$ cat config.mk
export PLATFORM = sky130hd
export DESIGN_NAME = tmr_cmp_unit
export DESIGN_NICKNAME = d
export VERILOG_FILES = /design/src/rtl/tmr_pkg.sv /design/src/rtl/tmr_counter.sv /design/src/rtl/tmr_cmp_reg.sv /design/src/rtl/tmr_wavegen.sv /design/src/rtl/tmr_cmp_unit.sv
export SDC_FILE = /design/constraint.sdc
export NUM_CORES = 1
export LEC_CHECK = 0
export ABC_AREA = 1
export BUFFER_PORTS_ARGS = -buffer_cell sky130_fd_sc_hd__buf_4
export CORE_MARGIN = 2
export CORE_UTILIZATION = 54
export DETAILED_ROUTE_END_ITERATION = 6
export HOLD_SLACK_MARGIN = 0.12
export PLACE_DENSITY = 0.78
export SYNTH_ARGS = -nofsm -noshare
export SYNTH_HDL_FRONTEND = slang
export SYNTH_SLANG_ARGS = --single-unit
$ cat constraint.sdc
create_clock -name clk -period 2.2 [get_ports clk]
set_clock_uncertainty 0.15 [all_clocks]
set_input_delay 0.55 -clock clk [delete_from_list [all_inputs] [get_ports clk]]
set_output_delay 0.55 -clock clk [all_outputs]
set_load 0.05 [all_outputs]
$ cat src/rtl/tmr_pkg.sv
package tmr_pkg;

    typedef enum logic [1:0] {
        MD_NORMAL = 2'b00,
        MD_PHASE  = 2'b01,
        MD_CTC    = 2'b10,
        MD_FAST   = 2'b11
    } tmr_mode_e;

    typedef enum logic [1:0] {
        OM_OFF    = 2'b00,
        OM_TOGGLE = 2'b01,
        OM_CLEAR  = 2'b10,
        OM_SET    = 2'b11
    } out_mode_e;

    typedef enum logic {
        ST_UP   = 1'b0,
        ST_DOWN = 1'b1
    } dir_state_e;

    function automatic logic is_pwm(input tmr_mode_e m);
        return (m == MD_PHASE) || (m == MD_FAST);
    endfunction

endpackage

$ cat src/rtl/tmr_counter.sv
module tmr_counter
    import tmr_pkg::*;
#(
    parameter int W = 8
) (
    input  logic         clk,
    input  logic         rst_n,
    input  logic         step,
    input  logic         cnt_we,
    input  logic [W-1:0] cnt_wdata,
    input  tmr_mode_e    mode,
    input  logic         match,
    output logic [W-1:0] count,
    output dir_state_e   dir
);
    localparam logic [W-1:0] MAXV = '1;
    localparam logic [W-1:0] ONE  = {{(W-1){1'b0}}, 1'b1};

    dir_state_e   state_q, state_d;
    logic [W-1:0] count_q, count_d;

    // state register
    always_ff @(posedge clk or negedge rst_n) begin
        if (!rst_n) begin
            state_q <= ST_UP;
            count_q <= '0;
        end else begin
            state_q <= state_d;
            count_q <= count_d;
        end
    end

    // next state and count
    always_comb begin
        state_d = state_q;
        count_d = count_q;
        if (cnt_we) begin
            count_d = cnt_wdata;
        end else if (step) begin
            unique case (mode)
                MD_NORMAL, MD_FAST: count_d = count_q + ONE;
                MD_CTC:             count_d = match ? '0 : count_q + ONE;
                MD_PHASE: begin
                    unique case (state_q)
                        ST_UP: begin
                            if (count_q == MAXV) begin
                                count_d = MAXV - ONE;
                                state_d = ST_DOWN;   // UP_TO_DOWN
                            end else begin
                                count_d = count_q + ONE;
                            end
                        end
                        ST_DOWN: begin
                            if (count_q == '0) begin
                                count_d = ONE;
                                state_d = ST_UP;     // DOWN_TO_UP
                            end else begin
                                count_d = count_q - ONE;
                            end
                        end
                    endcase
                end
            endcase
        end
        if (mode != MD_PHASE) state_d = ST_UP;
    end

    assign count = count_q;
    assign dir   = state_q;
endmodule

$ cat src/rtl/tmr_cmp_reg.sv
module tmr_cmp_reg #(
    parameter int W = 8
) (
    input  logic         clk,
    input  logic         rst_n,
    input  logic         cmp_we,
    input  logic [W-1:0] cmp_wdata,
    input  logic         pwm,
    input  logic         load,
    output logic [W-1:0] cmp_act
);
    logic [W-1:0] hold_q, act_q;

    always_ff @(posedge clk or negedge rst_n) begin
        if (!rst_n) begin
            hold_q <= '0;
            act_q  <= '0;
        end else begin
            if (cmp_we) hold_q <= cmp_wdata;
            if (!pwm && cmp_we)   act_q <= cmp_wdata;
            else if (pwm && load) act_q <= hold_q;
        end
    end

    assign cmp_act = act_q;
endmodule

$ cat src/rtl/tmr_wavegen.sv
module tmr_wavegen
    import tmr_pkg::*;
(
    input  logic       clk,
    input  logic       rst_n,
    input  logic       step,
    input  tmr_mode_e  mode,
    input  out_mode_e  omode,
    input  logic       match,
    input  logic       at_max,
    input  dir_state_e dir,
    output logic       wave_out
);
    logic wave_q, wave_d, pin_on;

    always_ff @(posedge clk or negedge rst_n) begin
        if (!rst_n) wave_q <= 1'b0;
        else        wave_q <= wave_d;
    end

    always_comb begin
        wave_d = wave_q;
        if (step) begin
            unique case (mode)
                MD_NORMAL, MD_CTC: begin
                    if (match) begin
                        unique case (omode)
                            OM_TOGGLE: wave_d = ~wave_q;
                            OM_CLEAR:  wave_d = 1'b0;
                            OM_SET:    wave_d = 1'b1;
                            default:   wave_d = wave_q;
                        endcase
                    end
                end
                MD_FAST: begin
                    if (omode == OM_CLEAR)
                        wave_d = at_max ? 1'b1 : (match ? 1'b0 : wave_q);
                    else if (omode == OM_SET)
                        wave_d = at_max ? 1'b0 : (match ? 1'b1 : wave_q);
                end
                MD_PHASE: begin
                    if (match && omode == OM_CLEAR) wave_d = (dir == ST_DOWN);
                    else if (match && omode == OM_SET) wave_d = (dir == ST_UP);
                end
            endcase
        end
    end

    assign pin_on   = (omode != OM_OFF) && !(is_pwm(mode) && omode == OM_TOGGLE);
    assign wave_out = pin_on & wave_q;
endmodule

$ cat src/rtl/tmr_cmp_unit.sv
module tmr_cmp_unit
    import tmr_pkg::*;
#(
    parameter int W = 8
) (
    input  logic         clk,
    input  logic         rst_n,
    input  logic         tick,
    input  logic         cnt_we,
    input  logic [W-1:0] cnt_wdata,
    input  logic         cmp_we,
    input  logic [W-1:0] cmp_wdata,
    input  logic         flag_wr,
    input  logic [1:0]   flag_wdata,
    input  logic         ack,
    input  logic         irq_en,
    input  logic [1:0]   mode,
    input  logic [1:0]   out_mode,
    output logic [W-1:0] count,
    output logic [W-1:0] cmp_act,
    output logic         cmp_flag,
    output logic         ovf_flag,
    output logic         irq,
    output logic         wave_out,
    output logic         at_top,
    output logic         at_bottom
);
    localparam logic [W-1:0] MAXV = '1;

    tmr_mode_e  mode_e;
    out_mode_e  omode_e;
    dir_state_e dir;
    logic step, match, at_max, at_zero, ovf_evt, load;
    logic cflag_q, oflag_q;

    assign mode_e  = tmr_mode_e'(mode);
    assign omode_e = out_mode_e'(out_mode);
    assign step    = tick && !cnt_we;
    assign match   = (count == cmp_act);
    assign at_max  = (count == MAXV);
    assign at_zero = (count == '0);

    assign ovf_evt = step && ((mode_e == MD_PHASE) ? (dir == ST_DOWN && at_zero) : at_max);
    assign load    = step && at_max &&
                     ((mode_e == MD_FAST) || (mode_e == MD_PHASE && dir == ST_UP));

    tmr_counter #(.W(W)) u_cnt (
        .clk(clk), .rst_n(rst_n), .step(step), .cnt_we(cnt_we),
        .cnt_wdata(cnt_wdata), .mode(mode_e), .match(match),
        .count(count), .dir(dir)
    );

    tmr_cmp_reg #(.W(W)) u_cmp (
        .clk(clk), .rst_n(rst_n), .cmp_we(cmp_we), .cmp_wdata(cmp_wdata),
        .pwm(is_pwm(mode_e)), .load(load), .cmp_act(cmp_act)
    );

    tmr_wavegen u_wave (
        .clk(clk), .rst_n(rst_n), .step(step), .mode(mode_e), .omode(omode_e),
        .match(match), .at_max(at_max), .dir(dir), .wave_out(wave_out)
    );

    always_ff @(posedge clk or negedge rst_n) begin
        if (!rst_n) begin
            cflag_q <= 1'b0;
            oflag_q <= 1'b0;
        end else begin
            if (step && match)                       cflag_q <= 1'b1;
            else if (ack || (flag_wr && flag_wdata[0])) cflag_q <= 1'b0;
            if (ovf_evt)                             oflag_q <= 1'b1;
            else if (flag_wr && flag_wdata[1])       oflag_q <= 1'b0;
        end
    end

    assign cmp_flag  = cflag_q;
    assign ovf_flag  = oflag_q;
    assign irq       = cflag_q & irq_en;
    assign at_top    = (mode_e == MD_CTC) ? match : at_max;
    assign at_bottom = at_zero;
endmodule

Yosys cells after proc, flatten, opt, wreduce, memory -nomap -nowiden

Cells that the tools add are included.

Flip-flop bits (word level): 28
Bits of input ports: 30
Output and inout port bits: 22
Word-level logic and storage cells: 96

Add/subtract/negate cells: 2
Eq/ne operators: 16
Multiplexer cells: 33
Bitwise gates (word level): 4
Reductions and logical operators: 34

Operator list:

| kind                                                  | number |
|---|---|
| two-way mux 8 bit                                     | 7 |
| one-hot mux 8 bit (3 select lines)                    | 1 |
| two-way mux 1 bit                                     | 21 |
| one-hot mux 8 bit (2 select lines)                    | 1 |
| logical AND 1 bit                                     | 15 |
| nonzero test 2 bit                                    | 7 |
| adder 8 x 1 -> 8 bit, second input constant           | 1 |
| == test 2 bit, second input constant                  | 4 |
| == test 8 bit                                         | 1 |
| == test 8 bit, second input constant                  | 1 |
| zero test 8 bit                                       | 1 |
| inequality test 4 bit, second input constant          | 2 |
| subtractor 8 x 1 -> 8 bit, second input constant      | 1 |
| AND reduction 7 bit                                   | 1 |
| inequality test 3 x 1 -> 1 bit, second input constant | 2 |
| one-hot mux 1 bit (3 select lines)                    | 2 |
| == test 2 x 1 -> 1 bit, second input constant         | 2 |
| inequality test 2 x 1 -> 1 bit, second input constant | 2 |
| inequality test 4 x 1 -> 1 bit, second input constant | 1 |
| OR reduction 2 bit                                    | 2 |
| zero test 1 bit                                       | 3 |
| logical OR 1 bit                                      | 3 |
| AND reduction 3 bit                                   | 1 |
| AND 1 bit                                             | 2 |
| other kinds (4)                                       | 5 |

Depth between registers and ports, before layout

Word-level depth: 7
Gate-level depth with buffers: 13
Gate-level depth less buffers: 12

Modules after synthesis

From an unflattened synthesis, not the netlist that was laid out.

Cells, all modules: 380
Area, all modules: 2,329.7 µm²

Modules (own cells, without submodules):

| module       | times used | cells each | area an instance (µm²) | seq. area each (µm²) |
|---|---|---|---|---|
| tmr_counter  | 1          | 176        | 1,036.0                | 225.2 |
| tmr_cmp_reg  | 1          | 97         | 750.7                  | 400.4 |
| tmr_cmp_unit | 1          | 78         | 389.1                  | 50.0 |
| tmr_wavegen  | 1          | 29         | 153.9                  | 25.0 |

Least setup slack after synthesis

OpenSTA, ideal clock, no wires.

Path type: input to output
Start point: in mode[1]
End point: out wave_out
Data arrival time: 2.210 ns
Required time: 1.500 ns
Slack: -0.710 ns
Stages: 6
Buffers on the path: 1
Path through: inv_1 ha_1 buf_2 inv_1 nand2_1 a211oi_1

Longest elaborated chain between the ends: 6
Elaborated cells between the ends (all ways): 7
Those cells by class: eq/ne: 2; bitwise: 1; reduce/logical: 4

RTL lines:

| item                                                           | line               | RTL |
|---|---|---|
| from (decl)                                                    | tmr_cmp_unit.sv:17 | `input logic [1:0] mode,` |
| == test 2 x 1 -> 1 bit / == test 2 bit (equally long branches) | tmr_pkg.sv:23      | `return (m == MD_PHASE) \|\| (m == MD_FAST);` |
| logical OR 1 bit *                                             | tmr_pkg.sv:23      |  |
| logical AND 1 bit *                                            | tmr_wavegen.sv:49  | `assign pin_on = (omode != OM_OFF) && !(is_pwm(mode) && omode == OM_TOGGLE);` |
| zero test 1 bit *                                              | tmr_wavegen.sv:49  |  |
| logical AND 1 bit *                                            | tmr_wavegen.sv:49  |  |
| AND 1 bit *                                                    | tmr_wavegen.sv:50  | `assign wave_out = pin_on & wave_q;` |
| to (decl)                                                      | tmr_cmp_unit.sv:24 | `output logic wave_out,` |

Mark *: on every way between the ends. The rest lies on a longest branch, timed or not.

Worst setup path in the final report

Start point: reg u_cnt.count_q[7], in the netlist u_cnt.count[7]
End point: out at_top

Longest elaborated chain between the ends: 2
Elaborated cells between the ends (all ways): 3
Those cells by class: eq/ne: 2; mux: 1

RTL lines:

| item                                    | line                                   | RTL |
|---|---|---|
| from (decl)                             | tmr_counter.sv:20                      | `logic [W-1:0] count_q, count_d;` |
| from (signal assigned)                  | tmr_counter.sv:29                      | `count_q <= count_d;` |
| == test 8 bit, on equally long branches | tmr_cmp_unit.sv:40, tmr_cmp_unit.sv:39 |  |
| two-way mux 1 bit *                     | tmr_cmp_unit.sv:78                     | `assign at_top = (mode_e == MD_CTC) ? match : at_max;` |
| to (decl)                               | tmr_cmp_unit.sv:25                     | `output logic at_top,` |

Marked as above.

==> impl_metrics.tcl <==
set metrics [dict create \
    nets 428 \
    rsz0062_at_grt "true" \
    synthArstFlopShare_pct 100 \
    timing.fmax_ghz 0.439 \
    drv_cap 0 \
    die_x_um 67.8 \
    synth_nets 349 \
    grt_max_degree 29 \
    start_util_pct 55.3 \
    synthTopCellsByCount "nand2_1 (104), inv_1 (39), dfrtp_1 (28)" \
    io_buffers 51 \
    crit_top_cell "nand2_2" \
    synth_most_common_cell "nand2_1" \
    syn_area_per_cell_um2 7.04 \
    grt_first_pass_wirelength_mm 9.54 \
    fin_crit_sh_pct 104 \
    first_iter_violations 252 \
    layout_setup_ws_ps -77.8 \
    hp-class "input port to register" \
    routed_via_density 5.28 \
    dp.cells 416 \
    slew_headroom_pct 74.1 \
    synth_seq_cells 28 \
    ant_nets 0 \
    fin_area_um2 2990 \
    cts_buffer_depth 2 \
    antenna_cells 0 \
    hold_viol 0 \
    synth_top_area_share_pct 31.9 \
    drcViolationCount 0 \
    synthCells 312 \
    synth_top_cells_by_area "dfrtp_1 (32%), nand2_1 (18%), inv_1 (6.7%)" \
    dp_hpwl_mm 4.32 \
    syn-cell-area_um2 2200 \
    fillers 330 \
    overflow 0 \
    numCtsBuffers 3 \
    synth_flop_cell "dfrtp_1" \
    finalCriticalPeriod_ps 2280 \
    crit_slowest_cell "dfrtp_2" \
    worstSetupPathType "register to primary output" \
    track_usage_pct 27.5 \
    clockRootBuffer "clkbuf_8" \
    crit_path_max_incr_delay_ps 440 \
    cp.arrival_ps 1580 \
    drt_wl_total_mm 6.21 \
    rows 23 \
    worst-path-max-fanout 4 \
    status "finished with violations" \
    cp_cell_sequence "inv_2 -> nand2_2 -> nand2_2 -> nand2_2 -> nor2_4 -> nand2_2 -> nand2_2 -> o21a_2 -> buf_8" \
    cts_sinks 28 \
    gp_congestion 0.957 \
    holdWs_ps 338 \
    pre_cts_ws_ps -14.0 \
    ios 52 \
    seq_area_frac_synth_pct 31.9 \
    setup_viol 1 \
    areaGrowthSynthToFinish_pct 36.0 \
    startpoint_type "register" \
    worst_pin_slew_ps 385 \
    dieArea_um2 4590 \
    failed_checks "setup timing" \
    pwr_density_cell_nw_per_um2 600 \
    placed_area_um2 2690 \
    clkTransAtPathRegs_ps 100 \
    synth.distinct_cells 42 \
    synth_enable_flop_cells 0 \
    die_h_um 67.8 \
    grt_pass1_vias 2087 \
    drtPass1Iterations 4 \
    stdcell_count 440 \
    yosys_warnings 0 \
    maxSlewViolCount 0 \
    ir_drop_v 0.000501 \
    cp-end-kind "primary output" \
    drt-wirelength-per-cell_um 14.1 \
    synth_top_area_cell "dfrtp_1" \
    tritoncts "built" \
    drive_gt1_share_pct 40.0 \
    worstPathRequired_ps 1500 \
    h-tree-depth 1 \
    vias 2325 \
    antenna_found_initial 0 \
    leakagePower_nw 1.57 \
    clkLatencyLatePin_ps 280 \
    core_area_um2 3970 \
    timing.setup.tns_ps -77.8 \
]
==> routing by layer <==
metal / wire length [um] / GRT usage (%) / vias to the layer above / part of all wire (%)
li1: - / - / 1143 / -
met5: 0 / 0 / - / 0
met3: 496 / 4.17 / 10 / 8.0
met1: 2610 / 37.8 / 1081 / 42
met2: 3010 / 45.7 / 91 / 48
met4: 97 / 6.25 / 0 / 1.6
==> metrics by stage <==
step                      power, mW  util, %
final                          1.79     75.3
after global routing           1.89     75.3
after CTS                      1.72     72.1
after detailed placement       1.35     67.8
after global placement         1.33     67.8
after floorplan                1.13        -
==> cells in the final DEF (no fill, tap or decap), types with 4 or more instances in the layout <==
master    instances
a21oi_1          10
a22oi_1           7
buf_4            80
clkbuf_8          4
dfrtp_1          20
dfrtp_2           8
ha_1              5
inv_1            29
inv_2            12
nand2_1          95
nand2_2          14
nand3_1          15
nor2_1           18
nor2_4            5
o21ai_0          14
xor2_1            6
==> state kept, by name, indices dropped and copies added (netlist names) <==
| name | cells |
|---|---|
| u_cnt.count | 8 |
| u_cmp.hold_q | 8 |
| cmp_flag | 1 |
| ovf_flag | 1 |
| u_cnt.dir | 1 |
| u_cmp.cmp_act | 8 |
| u_wave.wave_q | 1 |
==> final timing paths <==
kind                                      start               to  slack, ps  depth (start not counted)
worst max-delay path             u_cnt.count[7]           at_top        -80                          9
worst min-delay path               cmp_wdata[4]  u_cmp.hold_q[4]        340                          3
worst max register to register   u_cnt.count[3]   u_cnt.count[2]        220                         12
worst min register to register  u_cmp.hold_q[2]  u_cmp.hold_q[2]        370                          1
max in group asynchronous                 rst_n   u_cnt.count[0]       1040                          2
min in group asynchronous                 rst_n  u_cmp.hold_q[5]        570                          2
==> power by group <==
part           total (mW)  switching [mW]  leakage (nW)  internal, mW
clock network       0.329           0.168        0.0288         0.161
logic               0.831           0.513          1.21         0.318
registers           0.633          0.0551         0.334         0.578
total                1.79           0.736          1.57          1.06
==> worst max-delay path: cells and delay by family (launching register included) <==
family | cells | cell delay (ps)
buffers and inverters | 2 | 220
and+or+nand+nor | 6 | 500
AOI/OAI and AO/OA | 1 | 140
DFF | 1 | 440
==> area by class of cell <==
cell class                      instances  area, um^2  share of cell area [%]
Inverter                               45         181                    6.07
Timing Repair Buffer                   85         663                    22.2
Tap cell                               50        62.6                    2.09
Multi-Input combinational cell        228        1320                    44.0
Clock buffer                            4        55.1                    1.84
Sequential cell                        28         711                    23.8
==> cell families after synthesis <==
logic type | Yosys count | synth area share, %
simple gates | 160 | 32.3
buf+inv | 56 | 12.2
compound gates | 50 | 15.0
flops | 28 | 31.9
xor+xnor | 9 | 3.59
fa+ha+maj | 7 | 3.99
mux | 2 | 1.02
==> what timing repair did <==
| item | in CTS | in global routing |
|---|---|---|
| endpoints found under the setup margin | 3 | 3 |
| gates resized for setup | 10 | 23 |
| setup buffers | 10 | 9 |
| hold buffers | 1 | 0 |
| pin swaps | 6 | 12 |
| hold endpoints to repair | 28 | 0 |
Power figures use the tool's default switching activity.
